`src/rtl/spu_pkg.sv`:
```
package spu_pkg;
  typedef enum logic [2:0] {
    OP_PUSH = 3'd0,
    OP_POP  = 3'd1,
    OP_CALL = 3'd2,
    OP_EXC  = 3'd3,
    OP_RET  = 3'd4
  } spu_op_e;
endpackage

```
`src/rtl/spu_frame_fmt.sv`:
```
// Forms the word written for each push step.
module spu_frame_fmt
  import spu_pkg::*;
#(
  parameter int AW   = 16,
  parameter int RA_W = 23,
  parameter int ST_W = 8
) (
  input  spu_op_e           op,
  input  logic              hi_sel,
  input  logic [RA_W-1:0]   ra,
  input  logic [ST_W-1:0]   st,
  input  logic [AW-1:0]     word_in,
  output logic [AW-1:0]     word_o
);
  localparam int HI_W  = RA_W - AW;
  localparam int PAD_W = AW - ST_W - HI_W;

  logic [AW-1:0] call_hi, exc_hi;

  // call: top bit of the return address dropped, zero-extended
  assign call_hi = AW'(ra[RA_W-2:AW]);
  // exception: status bits on top, return address high bits below
  assign exc_hi  = {st, {PAD_W{1'b0}}, ra[RA_W-1:AW]};

  always_comb begin
    word_o = '0;
    case (op)
      OP_PUSH: word_o = word_in;
      OP_CALL: word_o = hi_sel ? call_hi : ra[AW-1:0];
      OP_EXC:  word_o = hi_sel ? exc_hi  : ra[AW-1:0];
      default: word_o = '0;
    endcase
  end
endmodule

```
`src/rtl/spu_bound_chk.sv`:
```
// Compares a stack effective address with the limit and the fixed floor.
module spu_bound_chk #(
  parameter int           AW    = 16,
  parameter logic [15:0]  FLOOR = 16'h0800
) (
  input  logic [AW-1:0] ea,
  input  logic [AW-1:0] lim,
  output logic          over,
  output logic          under
);
  assign over  = ea > lim;
  assign under = ea < AW'(FLOOR);
endmodule

```
`src/rtl/stack_ptr_unit.sv`:
```
module stack_ptr_unit
  import spu_pkg::*;
#(
  parameter int           AW      = 16,
  parameter int           RA_W    = 23,
  parameter int           ST_W    = 8,
  parameter logic [15:0]  FLOOR   = 16'h0800,
  parameter logic [15:0]  SP_INIT = 16'h0800
) (
  input  logic            clk,
  input  logic            rst_n,
  input  logic            cmd_valid,
  output logic            cmd_ready,
  input  logic [2:0]      cmd_op,
  input  logic [AW-1:0]   cmd_word,
  input  logic [RA_W-1:0] cmd_ra,
  input  logic [ST_W-1:0] cmd_stat,
  input  logic            sp_wr_en,
  input  logic [AW-1:0]   sp_wr_data,
  input  logic            lim_wr_en,
  input  logic [AW-1:0]   lim_wr_data,
  input  logic            trap_clr,
  output logic            mem_valid,
  input  logic            mem_ready,
  output logic            mem_we,
  output logic [AW-1:0]   mem_addr,
  output logic [AW-1:0]   mem_wdata,
  output logic [AW-1:0]   sp_o,
  output logic            trap_pulse,
  output logic            trap_flag
);
  localparam logic [AW-1:0] STEP = AW'(2);

  spu_op_e         op_q;
  logic            busy_q, hi_q, flag_q;
  logic [AW-1:0]   sp_q, lim_q, word_q;
  logic [RA_W-1:0] ra_q;
  logic [ST_W-1:0] st_q;

  logic            is_push, two_word, last_word, op_known;
  logic            over, under, bad, fire;
  logic [AW-1:0]   ea, fmt_word;

  assign op_known  = cmd_op <= 3'd4;
  assign is_push   = (op_q == OP_PUSH) || (op_q == OP_CALL) || (op_q == OP_EXC);
  assign two_word  = (op_q == OP_CALL) || (op_q == OP_EXC) || (op_q == OP_RET);
  assign last_word = !two_word || hi_q;
  assign ea        = is_push ? sp_q : sp_q - STEP;

  spu_bound_chk #(.AW(AW), .FLOOR(FLOOR)) i_chk (
    .ea(ea), .lim(lim_q), .over(over), .under(under)
  );

  spu_frame_fmt #(.AW(AW), .RA_W(RA_W), .ST_W(ST_W)) i_fmt (
    .op(op_q), .hi_sel(hi_q), .ra(ra_q), .st(st_q),
    .word_in(word_q), .word_o(fmt_word)
  );

  assign bad        = busy_q && (over || under);
  assign fire       = mem_valid && mem_ready;
  assign cmd_ready  = !busy_q;
  assign mem_valid  = busy_q && !bad;
  assign mem_we     = is_push;
  assign mem_addr   = ea;
  assign mem_wdata  = is_push ? fmt_word : '0;
  assign sp_o       = sp_q;
  assign trap_pulse = bad;
  assign trap_flag  = flag_q;

  // command sequencing
  always_ff @(posedge clk or negedge rst_n) begin
    if (!rst_n) begin
      busy_q <= 1'b0;
      hi_q   <= 1'b0;
      op_q   <= OP_PUSH;
      word_q <= '0;
      ra_q   <= '0;
      st_q   <= '0;
    end else if (cmd_valid && cmd_ready && op_known) begin
      busy_q <= 1'b1;
      hi_q   <= 1'b0;
      op_q   <= spu_op_e'(cmd_op);
      word_q <= cmd_word;
      ra_q   <= cmd_ra;
      st_q   <= cmd_stat;
    end else if (bad) begin
      busy_q <= 1'b0;
      hi_q   <= 1'b0;
    end else if (fire) begin
      if (last_word) begin
        busy_q <= 1'b0;
        hi_q   <= 1'b0;
      end else begin
        hi_q <= 1'b1;
      end
    end
  end

  // pointer and sticky flag
  always_ff @(posedge clk or negedge rst_n) begin
    if (!rst_n) begin
      sp_q   <= SP_INIT;
      flag_q <= 1'b0;
    end else begin
      if (sp_wr_en)  sp_q <= {sp_wr_data[AW-1:1], 1'b0};
      else if (fire) sp_q <= is_push ? sp_q + STEP : sp_q - STEP;
      if (bad)           flag_q <= 1'b1;
      else if (trap_clr) flag_q <= 1'b0;
    end
  end

  // limit register carries no reset value
  always_ff @(posedge clk) begin
    if (lim_wr_en) lim_q <= {lim_wr_data[AW-1:1], 1'b0};
  end

  assert_push_step_R2: assert property (@(posedge clk) disable iff (!rst_n)
    fire && mem_we && !sp_wr_en |=> sp_q == $past(sp_q) + STEP);
  assert_pop_step_R3: assert property (@(posedge clk) disable iff (!rst_n)
    fire && !mem_we && !sp_wr_en |=> sp_q == $past(sp_q) - STEP);
  assert_aligned_req_R4: assert property (@(posedge clk) disable iff (!rst_n)
    mem_valid |-> !mem_addr[0]);
  assert_pulse_single_R7: assert property (@(posedge clk) disable iff (!rst_n)
    trap_pulse |=> !trap_pulse && trap_flag);
  assert_trap_sp_kept_R7: assert property (@(posedge clk) disable iff (!rst_n)
    trap_pulse && !sp_wr_en |=> $stable(sp_q));
  assert_hold_request_R11: assert property (@(posedge clk) disable iff (!rst_n)
    mem_valid && !mem_ready && !sp_wr_en && !lim_wr_en
    |=> mem_valid && $stable(mem_addr) && $stable(mem_wdata) && $stable(mem_we) && $stable(sp_q));
  assert_busy_not_ready_R11: assert property (@(posedge clk) disable iff (!rst_n)
    mem_valid |-> !cmd_ready);
endmodule

```
`config.mk`:
```
export PLATFORM = sky130hd
export DESIGN_NAME = stack_ptr_unit
export DESIGN_NICKNAME = d
export VERILOG_FILES = /design/src/rtl/spu_pkg.sv /design/src/rtl/spu_frame_fmt.sv /design/src/rtl/spu_bound_chk.sv /design/src/rtl/stack_ptr_unit.sv
export SDC_FILE = /design/constraint.sdc
export NUM_CORES = 1
export LEC_CHECK = 0
export CORE_AREA = 4 4 104 106
export CTS_CLUSTER_DIAMETER = 200
export CTS_CLUSTER_SIZE = 20
export DETAILED_ROUTE_END_ITERATION = 12
export DIE_AREA = 0 0 108 110
export PLACE_DENSITY = 0.8
export SYNTH_ARGS = -nofsm -noshare
export SYNTH_HDL_FRONTEND = slang
export SYNTH_SLANG_ARGS = --single-unit
```
`constraint.sdc`:
```
create_clock -name clk -period 5.23 [get_ports clk]
set_input_delay 0.7845 -clock clk [delete_from_list [all_inputs] [get_ports clk]]
set_output_delay 0.7845 -clock clk [all_outputs]
set_load 0.02 [all_outputs]
```
==> out/results.md, run 1 <==
- **Skew-Pair Late Insertion Delay** 0.36 ns
- **highest attainable clock frequency** 0.198 GHz
- **effective utilization at floorplan** 47.9%
- **Final HPWL DP** 9.76 mm
- **period utilisation layout** 96.3%
- **type of element launching the critical path** register
- **overall power consumption** 2280 µW
- **Final Hold Fails** 0
- **total number of vias** 3997
- **share of layout cells above drive strength 1** 16.7%
- **post-synthesis average cell area** 10.9 µm²
- **number of buffers created by CTS** 9
- **maximum number of pins on one net before global-route repair** 69
- **final number of max-transition violations** 0
- **power density relative to cell area** 358 nW/µm²
- **YS warnings** 0
- **CTS tree** done
- **register bit count reported by yosys** 83
- **multiplexer fraction of the synthesized cell area** 13.1%
- **Max-Slew Margin vs Limit** 18.9%
- **# setup viols final** 0
- **cell with the biggest individual delay on the critical path** clkdlybuf4s50_1
- **Setup Crit Path Kind** register to output pin
- **Placer Congestion** 0.934
- **final worst setup slack** 0.191 ns
- **Critical Path Fanout Max** 7
- **router iterations before antenna repair** 5
- **worst reg-to-reg setup slack** 1.13 ns
- **first element of the critical path** sp_o[9]
- **cell-by-cell trace of the critical path** or4_4 > or2_1 > nor4_2 > xor2_1 > ha_1 > nand3_1 > nor3_2 > o31ai_1 > a32oi_1 > o21ai_1 > inv_1 > clkdlybuf4s50_1
- **worst voltage drop across the vdd grid** 215 µV
- **critical register-to-register path startpoint** op_q[2]
- **number of DRC markers after the initial detailed-route iteration** 257
- **setup repair after global routing missed its margin** yes
- **XOR/XNOR Fraction of Synth Area** 2.43%
- **fraction of the yosys area taken by sequential cells** 46.0%
- **number of enable-type register cells in the synthesized netlist** 15
- **Tmin final** 5.04 ns
- **signed area change from the synthesized netlist to the final layout** 36.3%
- **Hold Buf Count CTS** 0
- **summed instance area of the synthesized netlist** 4680 µm²
- **post-synth cell types** 58
- **overall die height** 110 µm
- **number of sinks on the clock net** 83
- **R2R depth** 13
- **antenna viol nets, final** 0
- **std cell rows** 36
- **I/O pin total** 142
- **count of input and output buffers** 137
- **diode insertion count for antenna repair** 0
- **remaining global-route overflow** 0
- **worst-case setup slack after placement** 0.437 ns
- **DRC errors left** 0
- **Worst setup EP type** output pin
- **number of buffers added for setup after CTS** 0
- **ratio of routed vias to standard cells** 5.69
- **number of fill cells in the layout** 768
- **path class of the lowest-slack min-delay path** register to register
- **clock input transition at the sequential cells of the worst setup and hold paths** 0.08 ns
- **max-cap check violation count** 0
- **CP required** 4.45 ns
- **Total GRT Usage** 22.4%
- **Primary FF master, synth** dfrtp_1
- **synthesized-area fraction occupied by ao, oa, aoi and oai cells** 15.3%
- **Max Root-Sink Buffers** 2
- **Synth Area in Simple Gates** 13.5%
- **critical path endpoint** trap_pulse
- **proportion of synthesized flip-flops having asynchronous set or reset** 81.9%
- **antenna violations before repair** 0
- **worst r2r dst** sp_o[15]
- **Clock Tree Root** clkbuf_8
- **Worst Tran Pin Value** 1.21 ns
- **final wirelength** 13.1 mm
- **clk_skew** 0.00952 ns
- **Horiz. Die Dim** 108 µm
- **routed length per instance** 18.7 µm
- **fraction of the mapped netlist area in adder cells** 4.55%
- **status** completed
- **static leakage** 0.00256 µW
- **number of global-route vias before repair** 4108
- **largest stage delay on the critical path** 0.60 ns
- **dominant combinational cell family by area after synthesis** compound AO/OA/AOI/OAI gates
- **cells after synthesis** 428
- **count of nets after finishing** 670
- **global-route wire length before repair** 20.6 mm
- **Core Region** 9770 µm²
- **H-Tree Level Count** 3
- **arrival time worst endpoint** 4.25 ns
- **overall die area** 11900 µm²
layout make-up:
type,count,area [µm²],share of cell area (%)
clock inverter,4,25.0,0.392
timing repair buffer,147,1440,22.6
sequential,83,2150,33.8
inverter,32,120,1.88
clock buffer,12,149,2.33
multi-input combinational,291,2320,36.4
tap,133,166,2.61
power breakdown:
group,internal (µW),switching (µW)
clock network,191,231
registers,808,113
logic,462,475
total,1460,819
cell usage in the layout (no fill, tap or decap), types with 6 or more instances in the layout:
cell type,synthesis,layout
nor2b_1,11,11
o21ai_0,11,11
nand4_1,7,7
nand2_1,22,22
xor2_1,7,7
nor3_1,10,8
clkbuf_8,0,10
edfxtp_1,15,15
nand3_1,9,8
o31ai_1,6,6
ha_1,17,17
dfrtp_1,67,67
buf_4,2,10
mux2i_1,6,6
a21oi_1,9,9
o31ai_2,9,9
xnor2_1,6,6
inv_1,30,30
a22oi_1,8,8
o211ai_1,8,8
clkdlybuf4s50_1,0,135
mux2_2,49,49
a222oi_1,9,9
or3_1,10,10
nor2_1,17,17
a31oi_1,6,6
synth_stat cells, drive strengths merged (2+ instances only):
cell type / count / area (µm²)
a211o: 3 / 26.3
a211oi: 3 / 22.5
a21boi: 2 / 15.0
a21o: 3 / 22.5
a21oi: 9 / 45.0
a222oi: 9 / 90.1
a22oi: 8 / 60.1
a31oi: 6 / 37.5
a32o: 2 / 20.0
a32oi: 3 / 26.3
and2: 4 / 25.0
and3: 3 / 18.8
and4: 2 / 17.5
buf: 6 / 53.8
clkbuf: 17 / 63.8
clkinv: 2 / 7.51
dfrtp: 67 / 1680
edfxtp: 15 / 450
ha: 17 / 213
inv: 30 / 113
mux2: 49 / 552
mux2i: 6 / 60.1
nand2: 22 / 82.6
nand2b: 2 / 12.5
nand3: 10 / 55.1
nand4: 7 / 43.8
nor2: 17 / 63.8
nor2b: 11 / 68.8
nor3: 10 / 50.1
nor4: 5 / 31.3
o211ai: 8 / 60.1
o21ai: 12 / 60.1
o31ai: 15 / 158
or2: 2 / 12.5
or3: 11 / 73.8
or4: 5 / 41.3
xnor2: 6 / 52.6
xor2: 7 / 61.3
sequential cells by signal, indices dropped and copies added (netlist names):
signal     flops
ra_q          23
word_q        16
lim_q         15
sp_o          15
st_q           8
op_q           3
busy_q         1
hi_q           1
trap_flag      1
per-layer routing:
| layer | GRT usage [%] | wire (µm) |
|---|---|---|
| met5 | 0 | 0 |
| met4 | 6.85 | 138 |
| met3 | 5.82 | 1160 |
| met2 | 38.1 | 6440 |
| met1 | 28.1 | 5370 |
stage by stage:
stage,cells,hold slack (ns),area [µm²],utilization (%),TNS [ns]
floorplan,429,0.478,4680,-,0
global placement,686,0.487,6180,63.3,0
detailed placement,686,0.494,6180,63.3,0
CTS,702,0.512,6360,65.0,0
global route,702,0.529,6380,65.2,-0.0259
finish,702,0.508,6380,65.2,0
kinds of logic after synthesis:
group / count (synthesis)
compound gates: 89
xor+xnor: 13
fa+ha+maj: 17
buf+inv: 55
flops: 83
mux: 55
other cells: 1
simple gates: 115
how the worst min path moves through the flow:
| stage | start | to | depth (start not counted) |
|---|---|---|---|
| 2_1_floorplan | ra_q[10] | ra_q[10] | 1 |
| 3_3_place_gp | ra_q[3] | ra_q[3] | 1 |
| 3_5_place_dp | ra_q[20] | ra_q[20] | 1 |
| 4_1_cts | ra_q[20] | ra_q[20] | 1 |
| 5_1_grt | st_q[7] | st_q[7] | 1 |
| 6_report | ra_q[16] | ra_q[16] | 1 |
worst max-delay path: cells and delay by family (launching register included):
kind / cells / cell delay [ns]
fa+ha+maj: 1 / 0.32
buf+inv: 2 / 0.69
xor+xnor: 1 / 0.16
simple gates: 5 / 1.59
flops: 1 / 0.46
compound gates: 3 / 0.65
timing repair:
item | in CTS | in global routing
gates resized for setup | 0 | 4
endpoints found under the hold margin | 0 | 0
endpoints found under the setup margin | 0 | 2
(Power assumes the default switching activity.)
==> inputs of run 2 (changes only) <==
- SETUP_SLACK_MARGIN: not set -> 0.3
==> run 2 against run 1 <==
  * Cell count is 0.14% higher
  * Via count shrank 0.60%
  * Critical path depth rose by 1
  * Critical endpoint is now mem_valid
  * Worst hold slack hardly changed
  * Highest routed layer unchanged
==> out/results.md, run 2 (synthesized netlist as in run 1, its figures left out) <==
- **status** completed, unchanged
- **global-route wire length before repair** 20.7 mm, was 20.6 mm
- **Core Region** 9770 µm², unchanged
- **clk_skew** 0.00991 ns, was 0.00952 ns
- **final wirelength** 13.1 mm, about the same
- **std cell rows** 36, unchanged
- **number of non-filler instances in the completed layout** 703, was 702
- **critical path's most frequent cell** buf_4
- **Worst Tran Pin Value** 1.19 ns, was 1.21 ns
- **Critical Path Fanout Max** 7, unchanged
- **share of layout cells above drive strength 1** 17.4%, was 16.7%
- **smallest hold slack** 0.508 ns, about the same
- **# setup viols final** 0, unchanged
- **count of nets after finishing** 671, was 670
- **placed instance count** 686, unchanged
- **R2R depth** 14, was 13
- **count of input and output buffers** 137, unchanged
- **worst r2r dst** sp_o[15], unchanged
- **Skew-Pair Late Insertion Delay** 0.36 ns, about the same
- **Final Hold Fails** 0, unchanged
- **maximum number of pins on one net before global-route repair** 69, unchanged
- **largest stage delay on the critical path** 0.60 ns, about the same
- **Setup Crit Path Kind** register to output pin, unchanged
- **max-cap check violation count** 0, unchanged
- **static leakage** 0.00258 µW, was 0.00256 µW
- **arrival time worst endpoint** 3.93 ns, was 4.25 ns
- **final worst setup slack** 0.516 ns, was 0.191 ns
- **number of sinks on the clock net** 83, unchanged
- **path class of the lowest-slack min-delay path** register to register, unchanged
- **clock input transition at the sequential cells of the worst setup and hold paths** 0.08 ns, about the same
- **setup repair after global routing missed its margin** no, was yes
- **Final HPWL DP** 9.76 mm, unchanged
- **register with the most flip-flops** ra_q, unchanged
- **largest registers** ra_q: 23 flops, word_q: 16 flops, unchanged
- **CTS tree** done, unchanged
- **cell area after placement** 6180 µm², unchanged
- **overall die area** 11900 µm², unchanged
- **first element of the critical path** sp_o[9], unchanged
- **antenna viol nets, final** 0, unchanged
- **Placer Congestion** 0.934, unchanged
- **I/O pin total** 142, unchanged
- **worst-case setup slack after placement** 0.437 ns, unchanged
- **power density relative to cell area** 357 nW/µm², was 358 nW/µm²
- **number of flip-flops under the largest register name** 23, unchanged
- **Worst setup EP type** output pin, unchanged
- **effective utilization at floorplan** 47.9%, unchanged
- **Horiz. Die Dim** 108 µm, unchanged
- **diode insertion count for antenna repair** 0, unchanged
- **cell-by-cell trace of the critical path** or4_4 > or2_1 > nor4_2 > xor2_1 > ha_1 > nand3_1 > nor3_2 > o31ai_1 > a32oi_1 > buf_4 > buf_4 > nor3_1 > clkbuf_2, was or4_4 > or2_1 > nor4_2 > xor2_1 > ha_1 > nand3_1 > nor3_2 > o31ai_1 > a32oi_1 > o21ai_1 > inv_1 > clkdlybuf4s50_1
- **worst voltage drop across the vdd grid** 216 µV, was 215 µV
- **Tmin final** 4.71 ns, was 5.04 ns
- **signed area change from the synthesized netlist to the final layout** 36.8%, was 36.3%
- **total number of vias** 3973, was 3997
- **router iterations before antenna repair** 5, unchanged
- **Clock Tree Root** clkbuf_8, unchanged
- **most frequent cells in the layout** 134 x clkdlybuf4s50_1, 67 x dfrtp_1, 49 x mux2_2, was 135 x clkdlybuf4s50_1, 67 x dfrtp_1, 49 x mux2_2
- **type of element launching the critical path** register, unchanged
- **final sum of negative setup slack** 0 ns, unchanged
- **final number of max-transition violations** 0, unchanged
- **period utilisation layout** 90.1%, was 96.3%
- **post-route design area** 6400 µm², was 6380 µm²
- **number of fill cells in the layout** 765, was 768
- **number of DRC markers after the initial detailed-route iteration** 255, was 257
- **number of buffers created by CTS** 9, unchanged
- **CP required** 4.45 ns, about the same
- **number of global-route vias before repair** 4116, was 4108
- **cell with the biggest individual delay on the critical path** or4_4, was clkdlybuf4s50_1
- **routed length per instance** 18.6 µm, was 18.7 µm
- **highest attainable clock frequency** 0.212 GHz, was 0.198 GHz
- **H-Tree Level Count** 3, unchanged
- **remaining global-route overflow** 0, unchanged
- **Max Root-Sink Buffers** 2, unchanged
- **critical path endpoint** mem_valid, was trap_pulse
- **most frequent standard cell in the layout excluding fill and tap cells** clkdlybuf4s50_1, unchanged
- **overall die height** 110 µm, unchanged
- **Max-Slew Margin vs Limit** 20.2%, was 18.9%
- **ratio of routed vias to standard cells** 5.65, was 5.69
- **antenna violations before repair** 0, unchanged
- **Hold Buf Count CTS** 0, unchanged
- **critical register-to-register path startpoint** sp_o[9], was op_q[2]
- **worst reg-to-reg setup slack** 1.14 ns, was 1.13 ns
- **DRC errors left** 0, unchanged
- **Total GRT Usage** 22.5%, was 22.4%
## run 2: cell count changes in the layout (fill, tap and decap cells not counted)
cell             change
a21boi_0             -1
a21boi_1             +1
buf_4                +1
clkbuf_2             +1
clkdlybuf4s50_1      -1
nor4_2               -1
nor4_4               +1
o31ai_1              -1
o31ai_2              +1
xnor2_1              -1
xnor2_2              +1
## run 2: worst max-delay path: cells and delay by family (launching register included)
kind | cells | cell delay (ns)
AOI/OAI and AO/OA | 2 | 0.47
xor gates and xnor gates | 1 | 0.16
adders and majority gates | 1 | 0.31
buffers and inverters | 3 | 0.47
DFF | 1 | 0.48
and+or+nand+nor | 6 | 1.66
## run 2: final cells by class
cell class	instances	area (µm²)	area share [%]
Tap cell	133	166	2.60
Inverter	32	120	1.88
Timing Repair Buffer	148	1450	22.6
Clock buffer	12	149	2.33
Sequential cell	83	2150	33.6
Clock inverter	4	25.0	0.391
Multi-Input combinational cell	291	2340	36.6
## run 2: metrics by stage
step,total power [µW],util [%]
2_1_floorplan,1450,-
3_3_place_gp,1840,63.3
3_5_place_dp,1870,63.3
4_1_cts,2300,65.2
5_1_grt,2420,65.5
6_report,2280,65.5
## run 2: worst min-delay path by stage
stage	start	endpoint	depth (start not counted)
final	ra_q[16]	ra_q[16]	1
after global routing	st_q[7]	st_q[7]	1
after CTS	ra_q[20]	ra_q[20]	1
after detailed placement	ra_q[20]	ra_q[20]	1
after global placement	ra_q[3]	ra_q[3]	1
after floorplan	ra_q[10]	ra_q[10]	1
## run 2: report_power, final
group	switching, µW	internal (µW)
sequential	113	808
combinational	478	463
clock	231	191
## run 2: what timing repair did
action	CTS	global route
hold endpoints to repair	0	0
endpoints found under the setup margin	2	2
buffers inserted	0	1
pin swaps	0	1
resized for setup	4	8
## run 2: routing by layer
| layer | vias up | GRT usage (%) | wire length (µm) | part of all wire, % |
|---|---|---|---|---|
| li1 | 1864 | - | - | - |
| met5 | - | 0 | 0 | 0 |
| met4 | 0 | 6.31 | 139 | 1.1 |
| met1 | 1938 | 28.2 | 5390 | 41 |
| met3 | 14 | 5.82 | 1130 | 8.7 |
| met2 | 157 | 38.6 | 6410 | 49 |
